<file path="config.mk">
export PLATFORM = sky130hd
export DESIGN_NAME = exc_unit
export DESIGN_NICKNAME = d
export VERILOG_FILES = /design/src/rtl/exc_pkg.sv /design/src/rtl/exc_src_enc.sv /design/src/rtl/exc_arbiter.sv /design/src/rtl/exc_bubble_trk.sv /design/src/rtl/exc_capture.sv /design/src/rtl/exc_unit.sv
export SDC_FILE = /design/constraint.sdc
export NUM_CORES = 1
export LEC_CHECK = 0
export BUFFER_PORTS_ARGS = -buffer_cell sky130_fd_sc_hd__buf_2
export CAP_MARGIN = 10
export CORE_AREA = 2 2 86 88
export DETAILED_ROUTE_END_ITERATION = 16
export DIE_AREA = 0 0 88 90
export PLACE_DENSITY = 0.81
export SYNTH_ARGS = -nofsm -noshare
export SYNTH_HDL_FRONTEND = slang
export SYNTH_SLANG_ARGS = --single-unit
export TNS_END_PERCENT = 100
</file>
<file path="constraint.sdc">
create_clock -name clk -period 3.03 [get_ports clk]
set_clock_uncertainty 0.2 [all_clocks]
set_input_delay 0.303 -clock clk [delete_from_list [all_inputs] [get_ports clk]]
set_output_delay 0.303 -clock clk [all_outputs]
set_load 0.01 [all_outputs]
</file>
<file path="src/rtl/exc_pkg.sv">
package exc_pkg;
  localparam int NSTG = 4;               // stages that can fault: IF, ID, EX, MEM
  localparam int CODE_W = 5;
  localparam int CODE_LSB = 2;

  typedef logic [CODE_W-1:0] exc_code_t;

  localparam exc_code_t C_ADDR_LD = 5'h04;
  localparam exc_code_t C_ADDR_ST = 5'h05;
  localparam exc_code_t C_RSVD    = 5'h0A;
  localparam exc_code_t C_OVF     = 5'h0C;
  localparam exc_code_t C_DIV0    = 5'h0F;
  localparam exc_code_t C_PGFLT   = 5'h14;
endpackage

</file>
<file path="src/rtl/exc_src_enc.sv">
// Folds one stage's fault lines into a request and a code.
// Higher hit index has higher priority.
module exc_src_enc
  import exc_pkg::*;
#(
  parameter int N = 2,
  parameter logic [CODE_W*N-1:0] CODES = '0
) (
  input  logic [N-1:0] hit,
  output logic         req,
  output exc_code_t    code
);
  always_comb begin
    req  = |hit;
    code = '0;
    for (int i = 0; i < N; i++) begin
      if (hit[i]) code = CODES[CODE_W*i +: CODE_W];
    end
  end
endmodule

</file>
<file path="src/rtl/exc_arbiter.sv">
// Masks requests from squashed slots, selects the oldest live one
// and forms the kill mask for the winner and all younger stages.
module exc_arbiter
  import exc_pkg::*;
#(
  parameter int NS  = NSTG,
  parameter int PCW = 32
) (
  input  logic [NS-1:0]  req,
  input  logic [NS-1:0]  bubble,
  input  exc_code_t      code [NS],
  input  logic [PCW-1:0] pc   [NS],
  output logic           taken,
  output exc_code_t      win_code,
  output logic [PCW-1:0] win_pc,
  output logic [NS-1:0]  kill
);
  logic [NS-1:0] live;
  assign live = req & ~bubble;

  always_comb begin
    taken    = |live;
    win_code = '0;
    win_pc   = '0;
    for (int s = 0; s < NS; s++) begin
      if (live[s]) begin
        win_code = code[s];
        win_pc   = pc[s];
      end
    end
  end

  always_comb begin
    logic acc;
    acc = 1'b0;
    for (int s = NS-1; s >= 0; s--) begin
      acc     = acc | live[s];
      kill[s] = acc;
    end
  end
endmodule

</file>
<file path="src/rtl/exc_bubble_trk.sv">
// Follows squashed slots as they move one stage per cycle.
module exc_bubble_trk #(
  parameter int NS = 4
) (
  input  logic          clk,
  input  logic          rst_n,
  input  logic [NS-1:0] kill,
  output logic [NS-1:0] bubble
);
  logic [NS-1:0] q;

  always_ff @(posedge clk) begin
    if (!rst_n) q <= '0;
    else        q <= NS'((q | kill) << 1);
  end

  assign bubble = q;
endmodule

</file>
<file path="src/rtl/exc_capture.sv">
// Saved PC and cause registers plus the coprocessor read port.
module exc_capture
  import exc_pkg::*;
#(
  parameter int         PCW       = 32,
  parameter int         XLEN      = 32,
  parameter logic [4:0] EPC_SEL   = 5'd14,
  parameter logic [4:0] CAUSE_SEL = 5'd13
) (
  input  logic            clk,
  input  logic            rst_n,
  input  logic            take,
  input  logic [PCW-1:0]  win_pc,
  input  exc_code_t       win_code,
  input  logic [4:0]      rd_addr,
  output logic [XLEN-1:0] rd_data,
  output logic [PCW-1:0]  epc_q,
  output logic [XLEN-1:0] cause_q
);
  logic [XLEN-1:0] cause_n;

  always_comb begin
    cause_n = '0;
    cause_n[CODE_LSB +: CODE_W] = win_code;
  end

  always_ff @(posedge clk) begin
    if (!rst_n) begin
      epc_q   <= '0;
      cause_q <= '0;
    end else if (take) begin
      epc_q   <= win_pc;
      cause_q <= cause_n;
    end
  end

  always_comb begin
    case (rd_addr)
      EPC_SEL:   rd_data = XLEN'(epc_q);
      CAUSE_SEL: rd_data = cause_q;
      default:   rd_data = '0;
    endcase
  end
endmodule

</file>
<file path="src/rtl/exc_unit.sv">
module exc_unit
  import exc_pkg::*;
#(
  parameter int             PCW        = 32,
  parameter int             XLEN       = 32,
  parameter logic [PCW-1:0] HANDLER_PC = PCW'(32'h0000_4000)
) (
  input  logic            clk,
  input  logic            rst_n,
  input  logic [PCW-1:0]  if_pc_i,
  input  logic            if_fetch_fault_i,
  input  logic [PCW-1:0]  id_pc_i,
  input  logic            id_bad_op_i,
  input  logic [PCW-1:0]  ex_pc_i,
  input  logic            ex_ovf_i,
  input  logic            ex_div0_i,
  input  logic [PCW-1:0]  mem_pc_i,
  input  logic            mem_page_fault_i,
  input  logic            mem_ld_addr_err_i,
  input  logic            mem_st_addr_err_i,
  input  logic [2:0]      rf_we_i,
  input  logic [2:0]      mem_we_i,
  output logic [3:0]      flush_o,
  output logic            pc_load_o,
  output logic [PCW-1:0]  pc_target_o,
  output logic [2:0]      rf_we_o,
  output logic [2:0]      mem_we_o,
  input  logic [4:0]      cp_rd_addr_i,
  output logic [XLEN-1:0] cp_rd_data_o
);
  localparam int NW = NSTG - 1;  // stages carrying write enables (ID..MEM)

  logic [NSTG-1:0] stg_req, bubble, kill;
  exc_code_t       stg_code [NSTG];
  logic [PCW-1:0]  stg_pc   [NSTG];
  logic            taken;
  exc_code_t       win_code;
  logic [PCW-1:0]  win_pc;
  logic [PCW-1:0]  epc_q;
  logic [XLEN-1:0] cause_q;

  assign stg_pc[0] = if_pc_i;
  assign stg_pc[1] = id_pc_i;
  assign stg_pc[2] = ex_pc_i;
  assign stg_pc[3] = mem_pc_i;

  exc_src_enc #(.N(1), .CODES(C_PGFLT)) u_enc_if (
    .hit(if_fetch_fault_i), .req(stg_req[0]), .code(stg_code[0]));

  exc_src_enc #(.N(1), .CODES(C_RSVD)) u_enc_id (
    .hit(id_bad_op_i), .req(stg_req[1]), .code(stg_code[1]));

  exc_src_enc #(.N(2), .CODES({C_OVF, C_DIV0})) u_enc_ex (
    .hit({ex_ovf_i, ex_div0_i}), .req(stg_req[2]), .code(stg_code[2]));

  exc_src_enc #(.N(3), .CODES({C_PGFLT, C_ADDR_LD, C_ADDR_ST})) u_enc_mem (
    .hit({mem_page_fault_i, mem_ld_addr_err_i, mem_st_addr_err_i}),
    .req(stg_req[3]), .code(stg_code[3]));

  exc_arbiter #(.NS(NSTG), .PCW(PCW)) u_arb (
    .req(stg_req), .bubble(bubble), .code(stg_code), .pc(stg_pc),
    .taken(taken), .win_code(win_code), .win_pc(win_pc), .kill(kill));

  exc_bubble_trk #(.NS(NSTG)) u_trk (
    .clk(clk), .rst_n(rst_n), .kill(kill), .bubble(bubble));

  exc_capture #(.PCW(PCW), .XLEN(XLEN)) u_cap (
    .clk(clk), .rst_n(rst_n), .take(taken), .win_pc(win_pc),
    .win_code(win_code), .rd_addr(cp_rd_addr_i), .rd_data(cp_rd_data_o),
    .epc_q(epc_q), .cause_q(cause_q));

  for (genvar j = 0; j < NW; j++) begin : g_gate
    assign rf_we_o[j]  = rf_we_i[j]  & ~(kill[j+1] | bubble[j+1]);
    assign mem_we_o[j] = mem_we_i[j] & ~(kill[j+1] | bubble[j+1]);
  end

  assign flush_o     = kill;
  assign pc_load_o   = taken;
  assign pc_target_o = HANDLER_PC;
endmodule

</file>
==> impl_metrics.csv, run 1 <==
group,metric,value,unit
yosys,synth-compound-area-share,31.37,%
route,wl_per_cell,15.03,um
cts,cts_tree,"built",
yosys,synth_top_family_by_area,"compound AO/OA/AOI/OAI gates",
pwr,vdd_drop_max,0.1702,mV
finish,postLayoutCoreUtil,52.70,%
timing,setup_viol,0,
yosys,synth_mux_area_share,0,%
pwr,powerDensity,356.3,mW/mm2
yosys,synth.top_cells.by_area,"dfxtp_1 29%, a221o_1 12%, buf_4 9.5%",
yosys,yosys.area_share.xor_xnor,0,%
yosys,synthDistinctLibCells,34,
die,start_util,39.37,%
die,rows,31,
cts,cts_root_buf,"clkbuf_8",
timing,tns,0,ns
finish,nNetsFinal,665,
setup_path,critical_path_peak_fanout,33,
grt,grt_pass1_wl,14.07,mm
timing,finalHoldViolations,0,
pwr,seq_power_share,46.5,%
grt,grt_pass1_vias,3026,
grt,track_usage,22.08,%
route,antenna_left,0,
finish,filler_cell_count,713,
grt,antenna_found_initial,0,
finish,mostFrequentLayoutCell,"buf_2",
place,gp_congestion,0.8512,
timing,fin_crit,2.642,ns
finish,antenna_cells,0,
cts,cts.htree.levels,2,
pwr,power_frac_comb,28.0,%
yosys,synth_top_area_cell,"dfxtp_1",
outcome,outcome,"finished clean",
worst_hold_path,min_path_type,"in -> reg",
timing,relSlewSlack,61.64,%
grt,grt_max_degree,37,
timing,final_max_slew_viol_count,0,
pwr,switching_share,31.18,%
flow_run,max_cap_viol_count,0,
finish,area_growth_syn_to_layout,33.86,%
place,port_buffers,190,
setup_path,start_kind,"flip-flop",
place,placed_area,0.003597,mm2
setup_path,path_class,"reg -> out",
cts,clock_tree.buffer_depth,2,
route,via_count,3285,
die,die_x,88,um
cts,clk_pin_slew,0.08,ns
timing,worst_slew_pin_slew,0.5742,ns
route,drtPass1Iterations,5,
cts,numCtsBuffers,5,
yosys,yosys_register_bits,40,
timing,grt_setup_unrepaired,"no",
pwr,cellInternalPower,0.9072,mW
grt,grt-ovfl-total,0,
setup_path,end_kind,"output port",
die,core_area,0.007020,mm2
pwr,leakage,1.834,nW
route,drc,0,
finish,finish.instance_area,0.003700,mm2
yosys,synthCells,347,
yosys,syn-cell-area,0.002764,mm2
setup_path,max_stage_delay,0.45,ns
finish,drive_gt1_share,41.39,%
route,wirelength,9.260,mm
yosys,synth-seq-area-share,28.97,%
route,viasPerCell,5.333,
yosys,synth_top_area_share,28.97,%
timing,fin_crit_sh,87.19,%
cts,cts.sinks,40,
cts,cts_resized,0,
route,drtIter0Drc,163,
pwr,switching_power,0.4109,mW
finish,layout_common_cells,"190 x buf_2, 40 x dfxtp_1, 36 x nor2_1, 34 x a21oi_1, 33 x nand3_1",
pwr,pwr-share-clk,25.5,%
setup_path,crit_chain,"o21bai_2 -> buf_4 -> o21ai_1 -> nor3_1 -> and2_1 -> buf_2",
yosys,synthAdderAreaFrac,0,%
yosys,yosys.area_share.simple,23.63,%
die,design.die.area,0.007920,mm2
setup_path,arrival,2.14,ns
cts,cts_setup_buffers,0,
cts,postCtsHoldBufs,0,
setup_path,worst-endpoint-required,2.53,ns
die,chipHeight,90,um
cts,clkLatencyLatePin,0.28,ns
yosys,yosysWarnings,0,
yosys,avgSynthCellArea,7.965,um2
die,ios,223,
place,hpwlAfterDp,6.899,mm
setup_path,critPathSlowestCell,"dfxtp_1",
timing,fmax,378.5,MHz
## cell type report
| class | count | area (um2) | share of cell area, % |
|---|---|---|---|
| inverter | 2 | 7.507 | 0.2029 |
| clock buffer | 6 | 72.57 | 1.961 |
| timing repair buffer | 199 | 1036 | 28.00 |
| tap | 99 | 123.9 | 3.348 |
| clock inverter | 1 | 5.005 | 0.1353 |
| sequential | 40 | 800.8 | 21.64 |
| multi-input combinational | 269 | 1654 | 44.71 |
## per-stage QoR
step | power [mW] | hold WS [ns] | setup slack [ns] | std cells
after CTS | 1.329 | 0.02105 | 0.3799 | 615
after detailed placement | 0.9899 | 0.2671 | 0.6166 | 608
final | 1.318 | 0.03271 | 0.3882 | 616
after floorplan | 0.8656 | 0.2142 | 1.228 | 377
after global routing | 1.397 | 0.02084 | 0.2414 | 616
after global placement | 0.9763 | 0.2595 | 0.7288 | 608
## worst paths after layout
path / start / to / slack, ns / cells after the start
setup / recovery: u_trk.bubble[2] / mem_we_o[0] / 0.39 / 6
hold / removal: mem_pc_i[20] / u_cap.epc_q[20] / 0.03 / 2
setup reg to reg: u_trk.bubble[2] / u_cap.epc_q[15] / 1.03 / 5
hold reg to reg: u_cap.epc_q[19] / u_cap.epc_q[19] / 0.28 / 1
## registers in the layout (all words and copies together) (netlist names)
signal and count:
u_trk.bubble 3, u_cap.cause_q 5, u_cap.epc_q 32
## kinds of logic (layout without fill, tap and decap cells)
logic type	count (synthesis)	after routing
compound gates	115	115
simple gates	122	122
flops	40	40
buf+inv	68	208
other cells	2	32
## Yosys cell counts
cell type,number
nor3_2,1
a22o_1,5
conb_1,2
nand3b_1,2
a221oi_1,1
o21ai_4,1
a21oi_1,34
nand2_1,1
clkbuf_1,17
o21ai_0,4
buf_6,5
inv_1,2
and2_1,32
buf_4,35
dfxtp_1,40
nor2b_1,2
nand3_1,33
o21ai_1,1
nor3_1,1
or3_1,2
o21ba_2,1
and2_4,1
nor3_4,1
nor4_1,1
nor3b_1,5
nor2_2,1
nor2_1,36
o21bai_2,1
nand2b_1,3
o22ai_1,1
a211oi_1,32
a221o_1,32
o21a_1,2
buf_2,9
## power groups by stage
stage	Combinational [mW]	Clock (mW)	Sequential, mW
2_1_floorplan	0.255	0	0.611
3_3_place_gp	0.354	0	0.622
3_5_place_dp	0.365	0	0.625
4_1_cts	0.367	0.350	0.612
5_1_grt	0.408	0.370	0.619
6_report	0.369	0.336	0.613
## layer usage
metal  vias to the layer above  track usage [%]  wire [um]
met5                         -                0          0
met4                         0            9.615        234
met3                        24            3.673        829
met2                       199            38.76       4722
met1                      1511            25.73       3474
li1                       1551                -          -
## worst max-delay path: cells and delay by family, from the launching register on
kind,cells,cell delay [ns]
flops,1,0.45
buf+inv,2,0.50
compound gates,2,0.44
simple gates,2,0.47
(Power assumes the default switching activity.)
==> run 2, diff against run 1 <==
--- a/config.mk
+++ b/config.mk
@@ -7,10 +7,10 @@
 export LEC_CHECK = 0
 export BUFFER_PORTS_ARGS = -buffer_cell sky130_fd_sc_hd__buf_2
 export CAP_MARGIN = 10
-export CORE_AREA = 2 2 86 88
+export CORE_MARGIN = 2
+export CORE_UTILIZATION = 40
 export DETAILED_ROUTE_END_ITERATION = 16
-export DIE_AREA = 0 0 88 90
-export PLACE_DENSITY = 0.81
+export PLACE_DENSITY = 0.82
 export SYNTH_ARGS = -nofsm -noshare
 export SYNTH_HDL_FRONTEND = slang
 export SYNTH_SLANG_ARGS = --single-unit
==> constraint.sdc (replaced) <==
create_clock -name clk -period 2.68 [get_ports clk]
set_clock_uncertainty 0.2 [all_clocks]
set_input_delay 0.268 -clock clk [delete_from_list [all_inputs] [get_ports clk]]
set_output_delay 0.268 -clock clk [all_outputs]
set_load 0.01 [all_outputs]
==> impl_metrics.csv, run 2 (synthesis results as in run 1) <==
group,metric,value,unit
grt,antenna_found_initial,0,
die,start_util,40.91,%
timing,fin_crit_sh,87.72,%
cts,cts_setup_buffers,0,
timing,whs,0.004723,ns
grt,grt-ovfl-total,0,
timing,tns,0,ns
cts,numCtsBuffers,5,
grt,track_usage,23.17,%
timing,finalHoldViolations,0,
cts,cts_tree,"built",
pwr,powerDensity,406.1,mW/mm2
worst_hold_path,min_path_type,"in -> reg",
finish,drive_gt1_share,40.79,%
place,gp_congestion,0.8163,
finish,layout_common_cells,"190 x buf_2, 40 x dfxtp_1, 36 x nor2_1, 34 x a21oi_1, 33 x nand3_1",
setup_path,start_kind,"flip-flop",
timing,fin_crit,2.351,ns
cts,cts_root_buf,"clkbuf_8",
finish,largest_register_ffs,32,
grt,grt_max_degree,33,
finish,nNetsFinal,679,
outcome,outcome,"finished clean",
pwr,vdd_drop_max,0.2014,mV
worst_hold_path,hp-start,"mem_pc_i[20]",
grt,grt_pass1_vias,3070,
timing,worst_slew_pin_slew,0.6216,ns
setup_path,critical_path_peak_fanout,18,
cts,clkLatencyLatePin,0.29,ns
setup_path,crit_start,"u_trk.bubble[2]",
finish,antenna_cells,0,
setup_path,worst-endpoint-required,2.21,ns
cts,clock_tree.buffer_depth,2,
route,wl_per_cell,15.23,um
cts,clk_pin_slew,0.08,ns
finish,mostFrequentLayoutCell,"buf_2",
route,drc,0,
route,drtIter0Drc,164,
setup_path,path_class,"reg -> out",
timing,setup_viol,0,
setup_path,rr_startpoint,"u_trk.bubble[2]",
route,antenna_left,0,
die,rows,30,
die,design.die.area,0.007591,mm2
route,drtPass1Iterations,4,
timing,final_max_slew_viol_count,0,
route,viasPerCell,5.412,
timing,fmax,425.4,MHz
flow_run,max_cap_viol_count,0,
cts,cts.htree.levels,2,
cts,cts.sinks,40,
die,ios,223,
place,port_buffers,190,
route,wirelength,9.322,mm
grt,grt_pass1_wl,14.09,mm
die,chipHeight,87.13,um
die,die_x,87.13,um
finish,top_register,"u_cap.epc_q",
die,core_area,0.006756,mm2
timing,grt_setup_unrepaired,"no",
place,hpwlAfterDp,6.970,mm
pwr,leakage,1.894,nW
timing,relSlewSlack,58.40,%
finish,area_growth_syn_to_layout,37.62,%
route,via_count,3312,
setup_path,end_kind,"output port",
setup_path,arrival,1.88,ns
run 2: timing repair:
| item | 4_1_cts | 5_1_grt |
|---|---|---|
| hold buffers | 9 | 2 |
| resized for setup | 0 | 0 |
| hold endpoints to repair | 9 | 2 |
run 2: area by class of cell:
| class | count | area (um2) |
|---|---|---|
| Fill cell | 647 | 2953 |
| Multi-Input combinational cell | 269 | 1654 |
| Timing Repair Buffer | 213 | 1151 |
| Sequential cell | 40 | 800.8 |
| Tap cell | 80 | 100.1 |
| Clock buffer | 8 | 90.09 |
| Inverter | 2 | 7.507 |
run 2: path summary, 6_finish.rpt:
path                            to  cells after the start  slack [ns]
setup / recovery         pc_load_o                      5        0.33
hold / removal     u_cap.epc_q[20]                      2       0.005
setup reg to reg    u_cap.epc_q[7]                      5        0.65
hold reg to reg   u_cap.cause_q[5]                      2        0.28
run 2: report_power, final:
part / internal (mW) / switching [mW]
Combinational: 0.204 / 0.231
Clock: 0.210 / 0.206
Sequential: 0.657 / 0.0364
run 2: worst max-delay path, stage by stage, from the launching register on:
cell	delay, ns
dfxtp_1	0.45
o21bai_2	0.20
buf_4	0.27
nand2_1	0.15
or3_1	0.36
buf_2	0.15
run 2: per-stage QoR:
step                setup WS (ns)  power, mW  cells  cell area [um2]  utilization, %
floorplan                  0.9482     0.9786    377             2877               -
global placement           0.7221      1.109    593             3603           53.33
detailed placement         0.6771      1.122    593             3603           53.33
CTS                        0.3502      1.545    610             3784           56.00
global route               0.2467      1.629    612             3804           56.30
finish                     0.3291      1.545    612             3804           56.30
run 2: metal layers:
layer	GRT usage (%)	vias to the layer above	part of all wire (%)
met1	26.50	1528	40
met2	43.37	188	51
met4	6.993	0	1.4
li1	-	1582	-
met3	4.265	14	7.2
met5	0	-	0
